[config.mk]
export PLATFORM = sky130hd
export DESIGN_NAME = flash_erase_seq
export DESIGN_NICKNAME = d
export VERILOG_FILES = /design/src/rtl/flash_seq_pkg.sv /design/src/rtl/flash_seq_ctrl.sv /design/src/rtl/flash_array.sv /design/src/rtl/flash_erase_seq.sv
export SDC_FILE = /design/constraint.sdc
export NUM_CORES = 2
export LEC_CHECK = 0
export ABC_CLOCK_PERIOD_IN_PS = 3300
export CORE_MARGIN = 1
export CORE_UTILIZATION = 58
export DETAILED_ROUTE_END_ITERATION = 12
export HOLD_SLACK_MARGIN = 0.05
export PLACE_DENSITY = 0.81
export SLEW_MARGIN = 20
export SYNTH_ARGS = -nofsm -noshare
export SYNTH_HDL_FRONTEND = slang
export SYNTH_SLANG_ARGS = --single-unit
[constraint.sdc]
create_clock -name clk -period 3.3 [get_ports clk]
set_input_delay 0.66 -clock clk [delete_from_list [all_inputs] [get_ports clk]]
set_output_delay 0.66 -clock clk [all_outputs]
set_load 0.005 [all_outputs]
[src/rtl/flash_seq_pkg.sv]
package flash_seq_pkg;

  typedef enum logic [3:0] {
    ST_READ, ST_UNL1, ST_UNL2, ST_SETUP, ST_UNL3, ST_UNL4,
    ST_PADDR, ST_PROG, ST_WIN, ST_ERASE
  } seqState_t;

  typedef struct packed {
    logic       progCommit;
    logic       eraseCommit;
    logic       showStatus;
    logic       readStart;
    logic [7:0] statusByte;
  } ctrlStrobe_t;

endpackage

[src/rtl/flash_seq_ctrl.sv]
module flash_seq_ctrl
  import flash_seq_pkg::*;
#(
  parameter int ADDR_W       = 8,
  parameter int NSECT        = 4,
  parameter int WIN_CYCLES   = 40,
  parameter int ERASE_CYCLES = 60,
  parameter int PROG_CYCLES  = 20
) (
  input  logic              clk,
  input  logic              rstN,
  input  logic              ceN,
  input  logic              weN,
  input  logic              oeN,
  input  logic [ADDR_W-1:0] addr,
  input  logic [7:0]        wrData,
  input  logic [NSECT-1:0]  protectMask,
  output ctrlStrobe_t       strobe,
  output logic [NSECT-1:0]  pendMask,
  output logic [ADDR_W-1:0] progAddr,
  output logic [7:0]        progData
);
  localparam int SECT_W = $clog2(NSECT);
  localparam int MAXA   = (WIN_CYCLES > ERASE_CYCLES) ? WIN_CYCLES : ERASE_CYCLES;
  localparam int MAXC   = (MAXA > PROG_CYCLES) ? MAXA : PROG_CYCLES;
  localparam int CNT_W  = $clog2(MAXC + 1);
  localparam logic [10:0] UNL_A_FULL = 11'h555;
  localparam logic [10:0] UNL_B_FULL = 11'h2AA;
  localparam logic [ADDR_W-1:0] UNL_A = UNL_A_FULL[ADDR_W-1:0];
  localparam logic [ADDR_W-1:0] UNL_B = UNL_B_FULL[ADDR_W-1:0];

  seqState_t state, nxt;
  logic [CNT_W-1:0] cnt, lim;
  logic writeQual, writeQualD, readQual, readQualD;
  logic writeStart, readStart, timed, timerDone, toggle, expBit7;
  logic [SECT_W-1:0] sect;
  logic [NSECT-1:0] sectBit;

  assign writeQual  = !ceN && !weN && oeN;
  assign readQual   = !ceN && !oeN && weN;
  assign writeStart = writeQual && !writeQualD;
  assign readStart  = readQual && !readQualD;
  assign sect       = addr[ADDR_W-1 -: SECT_W];
  assign sectBit    = (NSECT'(1) << sect) & ~protectMask;
  assign timed      = (state == ST_PROG) || (state == ST_WIN) || (state == ST_ERASE);

  always_comb begin
    case (state)
      ST_PROG:  lim = CNT_W'(PROG_CYCLES - 1);
      ST_WIN:   lim = CNT_W'(WIN_CYCLES - 1);
      ST_ERASE: lim = CNT_W'(ERASE_CYCLES - 1);
      default:  lim = '0;
    endcase
  end
  assign timerDone = timed && (cnt == lim);

  always_comb begin
    nxt = state;
    case (state)
      ST_READ:  if (writeStart && wrData == 8'hAA && addr == UNL_A) nxt = ST_UNL1;
      ST_UNL1:  if (writeStart) nxt = (wrData == 8'h55 && addr == UNL_B) ? ST_UNL2 : ST_READ;
      ST_UNL2:  if (writeStart) begin
                  if (wrData == 8'hA0 && addr == UNL_A)      nxt = ST_PADDR;
                  else if (wrData == 8'h80 && addr == UNL_A) nxt = ST_SETUP;
                  else                                       nxt = ST_READ;
                end
      ST_SETUP: if (writeStart) nxt = (wrData == 8'hAA && addr == UNL_A) ? ST_UNL3 : ST_READ;
      ST_UNL3:  if (writeStart) nxt = (wrData == 8'h55 && addr == UNL_B) ? ST_UNL4 : ST_READ;
      ST_UNL4:  if (writeStart) nxt = (wrData == 8'h30) ? ST_WIN : ST_READ;
      ST_PADDR: if (writeStart) nxt = protectMask[sect] ? ST_READ : ST_PROG;
      ST_PROG:  if (timerDone) nxt = ST_READ;
      ST_WIN:   if (timerDone) nxt = ST_ERASE;
      ST_ERASE: if (timerDone) nxt = ST_READ;
      default:  nxt = ST_READ;
    endcase
  end

  always_ff @(posedge clk) begin
    if (!rstN) begin
      state <= ST_READ;
      cnt <= '0;
      writeQualD <= 1'b0;
      readQualD <= 1'b0;
      toggle <= 1'b0;
      pendMask <= '0;
      progAddr <= '0;
      progData <= 8'hFF;
    end else begin
      state <= nxt;
      writeQualD <= writeQual;
      readQualD <= readQual;
      cnt <= (nxt != state || !timed) ? '0 : cnt + 1'b1;
      if (readStart && timed) toggle <= ~toggle;
      if (state == ST_UNL4 && nxt == ST_WIN) pendMask <= sectBit;
      else if (state == ST_WIN && writeStart && wrData == 8'h30) pendMask <= pendMask | sectBit;
      else if (state == ST_ERASE && timerDone) pendMask <= '0;
      if (state == ST_PADDR && writeStart) begin
        progAddr <= addr;
        progData <= wrData;
      end
    end
  end

  assign expBit7 = (state == ST_PROG) ? progData[7] : 1'b1;
  assign strobe.progCommit  = (state == ST_PROG) && timerDone;
  assign strobe.eraseCommit = (state == ST_ERASE) && timerDone;
  assign strobe.showStatus  = timed;
  assign strobe.readStart   = readStart;
  assign strobe.statusByte  = {~expBit7, toggle, 1'b0, 1'b0, state == ST_ERASE, 3'b000};


  idle_hold_chk: assert property (@(posedge clk) disable iff (!rstN)
    (state == ST_READ && !writeStart) |=> state == ST_READ);

  window_exit_chk: assert property (@(posedge clk) disable iff (!rstN)
    (state == ST_WIN) |=> (state == ST_WIN || state == ST_ERASE));

  erase_ignore_chk: assert property (@(posedge clk) disable iff (!rstN)
    (state == ST_ERASE && writeStart && !timerDone) |=> (state == ST_ERASE && $stable(pendMask)));

  protect_prog_chk: assert property (@(posedge clk) disable iff (!rstN)
    (state == ST_PADDR && writeStart && protectMask[sect]) |=> state == ST_READ);

  timer_bound_chk: assert property (@(posedge clk) disable iff (!rstN)
    timed |-> cnt <= lim);
endmodule

[src/rtl/flash_array.sv]
module flash_array
  import flash_seq_pkg::*;
#(
  parameter int ADDR_W = 8,
  parameter int NSECT  = 4
) (
  input  logic              clk,
  input  logic              rstN,
  input  logic [ADDR_W-1:0] addr,
  input  ctrlStrobe_t       strobe,
  input  logic [NSECT-1:0]  pendMask,
  input  logic [ADDR_W-1:0] progAddr,
  input  logic [7:0]        progData,
  output logic [7:0]        rdData
);
  localparam int DEPTH     = 1 << ADDR_W;
  localparam int SECT_SIZE = DEPTH / NSECT;

  logic [7:0] mem [DEPTH];

  for (genvar g = 0; g < DEPTH; g++) begin : gByte
    localparam int SIDX = g / SECT_SIZE;
    always_ff @(posedge clk) begin
      if (!rstN)
        mem[g] <= 8'hFF;
      else if (strobe.eraseCommit && pendMask[SIDX])
        mem[g] <= 8'hFF;
      else if (strobe.progCommit && progAddr == ADDR_W'(g))
        mem[g] <= mem[g] & progData;
    end
  end

  always_ff @(posedge clk) begin
    if (!rstN)
      rdData <= 8'h00;
    else if (strobe.readStart)
      rdData <= strobe.showStatus ? strobe.statusByte : mem[addr];
  end


  read_hold_chk: assert property (@(posedge clk) disable iff (!rstN)
    !strobe.readStart |=> $stable(rdData));

  no_fail_flag_chk: assert property (@(posedge clk) disable iff (!rstN)
    strobe.showStatus |-> !strobe.statusByte[5]);
endmodule

[src/rtl/flash_erase_seq.sv]
module flash_erase_seq
  import flash_seq_pkg::*;
#(
  parameter int ADDR_W       = 8,
  parameter int NSECT        = 4,
  parameter int WIN_CYCLES   = 40,
  parameter int ERASE_CYCLES = 60,
  parameter int PROG_CYCLES  = 20
) (
  input  logic              clk,
  input  logic              rstN,
  input  logic              ceN,
  input  logic              weN,
  input  logic              oeN,
  input  logic [ADDR_W-1:0] addr,
  input  logic [7:0]        wrData,
  input  logic [NSECT-1:0]  protectMask,
  output logic [7:0]        rdData
);
  ctrlStrobe_t       strobe;
  logic [NSECT-1:0]  pendMask;
  logic [ADDR_W-1:0] progAddr;
  logic [7:0]        progData;

  flash_seq_ctrl #(
    .ADDR_W(ADDR_W), .NSECT(NSECT), .WIN_CYCLES(WIN_CYCLES),
    .ERASE_CYCLES(ERASE_CYCLES), .PROG_CYCLES(PROG_CYCLES)
  ) uCtrl (
    .clk(clk), .rstN(rstN), .ceN(ceN), .weN(weN), .oeN(oeN),
    .addr(addr), .wrData(wrData), .protectMask(protectMask),
    .strobe(strobe), .pendMask(pendMask), .progAddr(progAddr), .progData(progData)
  );

  flash_array #(.ADDR_W(ADDR_W), .NSECT(NSECT)) uArray (
    .clk(clk), .rstN(rstN), .addr(addr), .strobe(strobe), .pendMask(pendMask),
    .progAddr(progAddr), .progData(progData), .rdData(rdData)
  );
endmodule

# After elaboration in Yosys (flattened, before gate mapping)
# Memories as Yosys holds them, arrays and structs flattened.
# Cells that the tools add are included.
# totals
n_memories,1
romBits,0
latch_bits,0
regBits,41
in_bits,25
wordCells,2929
ram_bits,2048
# classes
muxes,1574
div,0
n_eq_ne,274
n_reduce_logical,294
bitwise,774
magnitude_cmp,1
n_shift,1
add_sub_neg,1
n_mul,0
# memory_table
name,words,width,read_ports,rd_ports_with_merged_regs,wr,line_no,source
uArray.mem,256,8,257,0,256,flash_array.sv:19,logic [7:0] mem [DEPTH];
# ops
operator,n
8-bit 2-to-1 mux,513
8-bit AND,256
8-bit equality test (second input constant),132
1-bit 2-to-1 mux,1039
8-bit by 7-bit equality test with 1-bit output (second input constant),66
1-bit OR,512
1-bit logical AND,280
8-bit by 6-bit equality test with 1-bit output (second input constant),33
8-bit by 5-bit equality test with 1-bit output (second input constant),16
8-bit by 4-bit equality test with 1-bit output (second input constant),8
4-bit 2-to-1 mux,14
4-bit one-hot mux with 9 select lines,1
8-bit by 3-bit equality test with 1-bit output (second input constant),4
6-bit one-hot mux with 3 select lines,1
4-bit by 3-bit equality test with 1-bit output (second input constant),4
8-bit by 2-bit equality test with 1-bit output (second input constant),2
4-bit equality test (second input constant),3
3-bit 2-to-1 mux,3
4-bit by 2-bit equality test with 1-bit output (second input constant),2
8-bit by 1-bit equality test with 1-bit output (second input constant),1
8-bit zero test,1
6-bit by 1-bit adder with 6-bit output (second input constant),1
6-bit equality test,1
1-bit zero test,6
other kinds (14),20

# Logic depth before layout (Yosys ltp)
# logic_depth
depth_word,11
mapped_depth,12
depth_no_buf,7

# Hierarchy
# From an unflattened synthesis, not the netlist that was laid out.
# hier_totals
cells_unflattened,7192
hier_area_um2,99763.2
# modules_own_cells
mod,area_each_um2,cells_per_inst,n_inst,seq_area_each_um2
flash_array,97918.9,6953,1,61659.1
flash_seq_ctrl,1844.3,239,1,660.6

# Least setup slack after synthesis
# Ideal clock, no wire load.
# synth_path
path_kind,input to register
from,in addr[0]
to,reg uArray.rdData[5]
setup_slack_ps,46
setup_ps,125
path_buffers,3
arrival_time_ps,3129
t_required_ps,3175
stages,10
cell_sequence,buf_4 > buf_2 > buf_1 > mux4_2 > a22oi_1 > a21oi_1 > nor4_1 > nand3_1 > o221ai_1 > nand3_1
# synth_between
elab_chain_len,2
# synth_rtl
item,line_no,source
start: declaration,flash_erase_seq.sv:15,"input logic [ADDR_W-1:0] addr,"
memory read 256 x 8 bit,-,
8-bit 2-to-1 mux,flash_array.sv:37,rdData <= strobe.showStatus ? strobe.statusByte : mem[addr];
end signal: assignment,flash_array.sv:37,
end: declaration,flash_array.sv:14,output logic [7:0] rdData
# No other way between the ends.
# A chain may end at the register's enable or synchronous reset.

==> flow_metrics.env <==
export IMPL_synth_cell_types=76
export IMPL_cp_startpoint="uCtrl.state[2]"
export IMPL_cp_depth=8
export IMPL_drt_wl_total_mm=320
export IMPL_arrival_ns=3.90
export IMPL_grt_pass1_vias=69800
export IMPL_avgSynthCellArea_sq_um=15.2
export IMPL_switching_share_pct=22.8
export IMPL_crit_buf_inv=1
export IMPL_critical_path_top_delay_family="simple AND/OR/NAND/NOR gates"
export IMPL_hold_violations=0
export IMPL_slew_violations=0
export IMPL_critPathSlowestCell="or4_4"
export IMPL_final_util_pct=68.0
export IMPL_worst_pin_slew_ns=1.32
export IMPL_cp_end_kind="flop"
export IMPL_clk_latency_ns=0.87
export IMPL_p_switching_mw=12.5
export IMPL_ys_ff_latch=2089
export IMPL_numPortBuffers=32
export IMPL_routed_via_density=7.43
export IMPL_finalSetupViolations=0
export IMPL_floorplan_rows=151
export IMPL_antenna_found_initial=25
export IMPL_cts_path_max_buffers=3
export IMPL_fin_skew_ns=0.0476
export IMPL_critPathKind="flop to flop"
export IMPL_combinationalPowerShare_pct=5.9
export IMPL_synth_top_area_cell="edfxtp_1"
export IMPL_grt_overflow=0
export IMPL_nFillCells=10800
export IMPL_power_density_nw_per_um2=474
export IMPL_final_cell_mix="2049 x a21o_1, 2048 x edfxtp_1, 725 x buf_4"
export IMPL_synthFlopType="edfxtp_1"
export IMPL_period_minus_slack_ns=3.29
export IMPL_wl_per_cell_microns=33.4
export IMPL_clkPwrFrac_pct=40.5
export IMPL_syn_num_nets=6587
export IMPL_grt_max_degree=162
export IMPL_nets=7135
export IMPL_drc=0
export IMPL_cts_tree="done"
export IMPL_drv_cap=0
export IMPL_syn_inst=6561
export IMPL_holdWs_ns=0.170
export IMPL_status="finished, final reports clean"
export IMPL_ant_nets=0
export IMPL_crit_top_cell="a21o_1"
export IMPL_drt_pass1_iterations=8
export IMPL_required_ns=3.92
export IMPL_initialDrtViolationCount=11300
export IMPL_die_area_sq_um=174000
export IMPL_ir_drop_v=0.000558
export IMPL_core_area_sq_um=170000
export IMPL_grt_pass1_wl_mm=468
export IMPL_root_buffer="clkbuf_16"
export IMPL_regToRegStartpoint="uCtrl.state[2]"
export IMPL_pwr_share_seq_pct=53.6
export IMPL_track_usage_pct=36.6
export IMPL_max_stage_delay_ns=0.56
export IMPL_synthToLayoutAreaGrowth_pct=16.0
export IMPL_min_delay_start="addr[4]"
export IMPL_gp_congestion=1.00
export IMPL_synth_top_area_share_pct=61.6
export IMPL_rsz0062_at_grt="yes"
export IMPL_hpwlAfterDp_mm=215
export IMPL_drive_gt1_share_pct=25.1
export IMPL_holdPathStages=3
export IMPL_io_pins=33
export IMPL_place_area_sq_um=109000
export IMPL_start_util_pct=58.6
export IMPL_die_x_microns=417
export IMPL_final_common_cell="a21o_1"
export IMPL_synth_edf_count=2048
export IMPL_reg2regPathDepth=8
export IMPL_cp_start_kind="flop"
export IMPL_vias=71300
export IMPL_cts_sinks=2089
export IMPL_p_int_mw=42.3
export IMPL_synth_area_top_cells="edfxtp_1 62%, a21o_1 15%, mux4_2 12%, clkbuf_1 1.5%, o21ai_0 1.2%"
export IMPL_syn_cell_area_sq_um=99800
export IMPL_numCtsBuffers=202
export IMPL_die_y_microns=417
export IMPL_p_leak_nw=29.9
export IMPL_ctsHtreeMaxLevel=4
export IMPL_synth_async_reset_ratio_pct=0
export IMPL_hold_path_class="input port to flop"
export IMPL_clkTransAtPathRegs_ns=0.07
export IMPL_fin_crit_sh_pct=99.6
export IMPL_slew_headroom_pct=11.8
export IMPL_crit_path_cell_trace="and4bb_2 > xor2_1 > a21o_1 > or4_4 > nor3_4 > buf_4 > nand3_1 > a21o_1"
export IMPL_critPathMaxFanout=8
export IMPL_final_area_sq_um=116000
export IMPL_fmax_mhz=304
export IMPL_ys_seq_area_share_pct=62.4
export IMPL_synth_warnings=0
==> final timing paths <==
check | end | slack (ns)
setup / recovery | uArray.mem[240][5] | 0.01
hold / removal | uCtrl.progAddr[4] | 0.17
setup reg to reg | uArray.mem[240][5] | 0.01
hold reg to reg | uCtrl.cnt[0] | 0.50
==> synth_stat cells, types with 40 or more instances <==
cell type  number
nand3_1       243
a21o_1       2049
o21ai_0       249
edfxtp_1     2048
clkbuf_1      401
mux2i_1       111
mux4_2        536
nor2_1         61
buf_1          40
dfxtp_1        41
nand2_1       230
buf_2          87
a21oi_1        74
==> sequential cells by signal, summed over array words and instances (netlist names) <==
register          count
uCtrl.cnt             6
uCtrl.writeQualD      1
uCtrl.state           4
uCtrl.readQualD       1
uCtrl.progData        8
uArray.rdData         8
uCtrl.progAddr        8
uArray.mem         2048
uCtrl.pendMask        4
uCtrl.toggle          1
==> final cells by class <==
cell class / instances / area (sq um) / share of cell area [%]
well taps: 2295 / 2870 / 2.48
flip-flops and latches: 2089 / 62300 / 53.8
inverters: 6 / 26.3 / 0.0227
repair buffers: 885 / 8350 / 7.21
multi-input cells: 3925 / 36000 / 31.1
clock buffers: 261 / 5300 / 4.58
diodes: 29 / 72.6 / 0.0627
clock inverters: 106 / 857 / 0.740
==> stage by stage <==
step,power [mW],setup slack (ns),setup TNS [ns],std cells
after CTS,54.6,0.00474,0,9564
final,54.8,0.0135,0,9596
after detailed placement,33.0,-0.545,-5.32,9197
after global routing,55.7,-0.0106,-0.0445,9574
after floorplan,31.4,0.0456,0,6561
after global placement,33.0,-0.538,-3.19,9197
==> worst register-to-register path, stage by stage (launching register included) <==
cell and delay [ns]:
dfxtp_1 0.42, and4bb_2 0.29, xor2_1 0.18, a21o_1 0.30, or4_4 0.56, nor3_4 0.32
buf_4 0.32, nand3_1 0.37, a21o_1 0.29
==> cell families after synthesis <==
group | share of synthesized area, %
adder cells (fa/ha/maj) | 0.0125
AO/OA/AOI/OAI | 18.4
multiplexers | 13.4
buffers and inverters | 2.21
XOR/XNOR | 0.0702
flip-flops | 62.4
AND/OR/NAND/NOR | 3.47
==> routing by layer <==
layer	up-vias	part of all wire (%)	wire length, microns	global-route usage [%]
li1	27700	-	-	-
met1	35800	33	105000	46.1
met2	6516	45	144000	54.5
met3	1280	15	48800	12.7
met4	30	7.1	22700	22.7
met5	-	0.062	199	0.445
==> repair_timing <==
| action | CTS | global route |
|---|---|---|
| buffers inserted | 0 | 2 |
| endpoints found under the setup margin | 28 | 955 |
| hold buffers | 0 | 0 |
| resized for setup | 5 | 99 |
| pin swaps | 0 | 1 |
==> power by group through the flow <==
stage          Clock, mW  Combinational (mW)  Sequential (mW)
6_report            22.2                3.21             29.4
5_1_grt             23.0                3.27             29.4
4_1_cts             22.1                3.10             29.4
3_5_place_dp           0                3.08             30.0
3_3_place_gp           0                3.03             29.9
2_1_floorplan          0                1.54             29.9
Power figures use the tool's default switching activity.
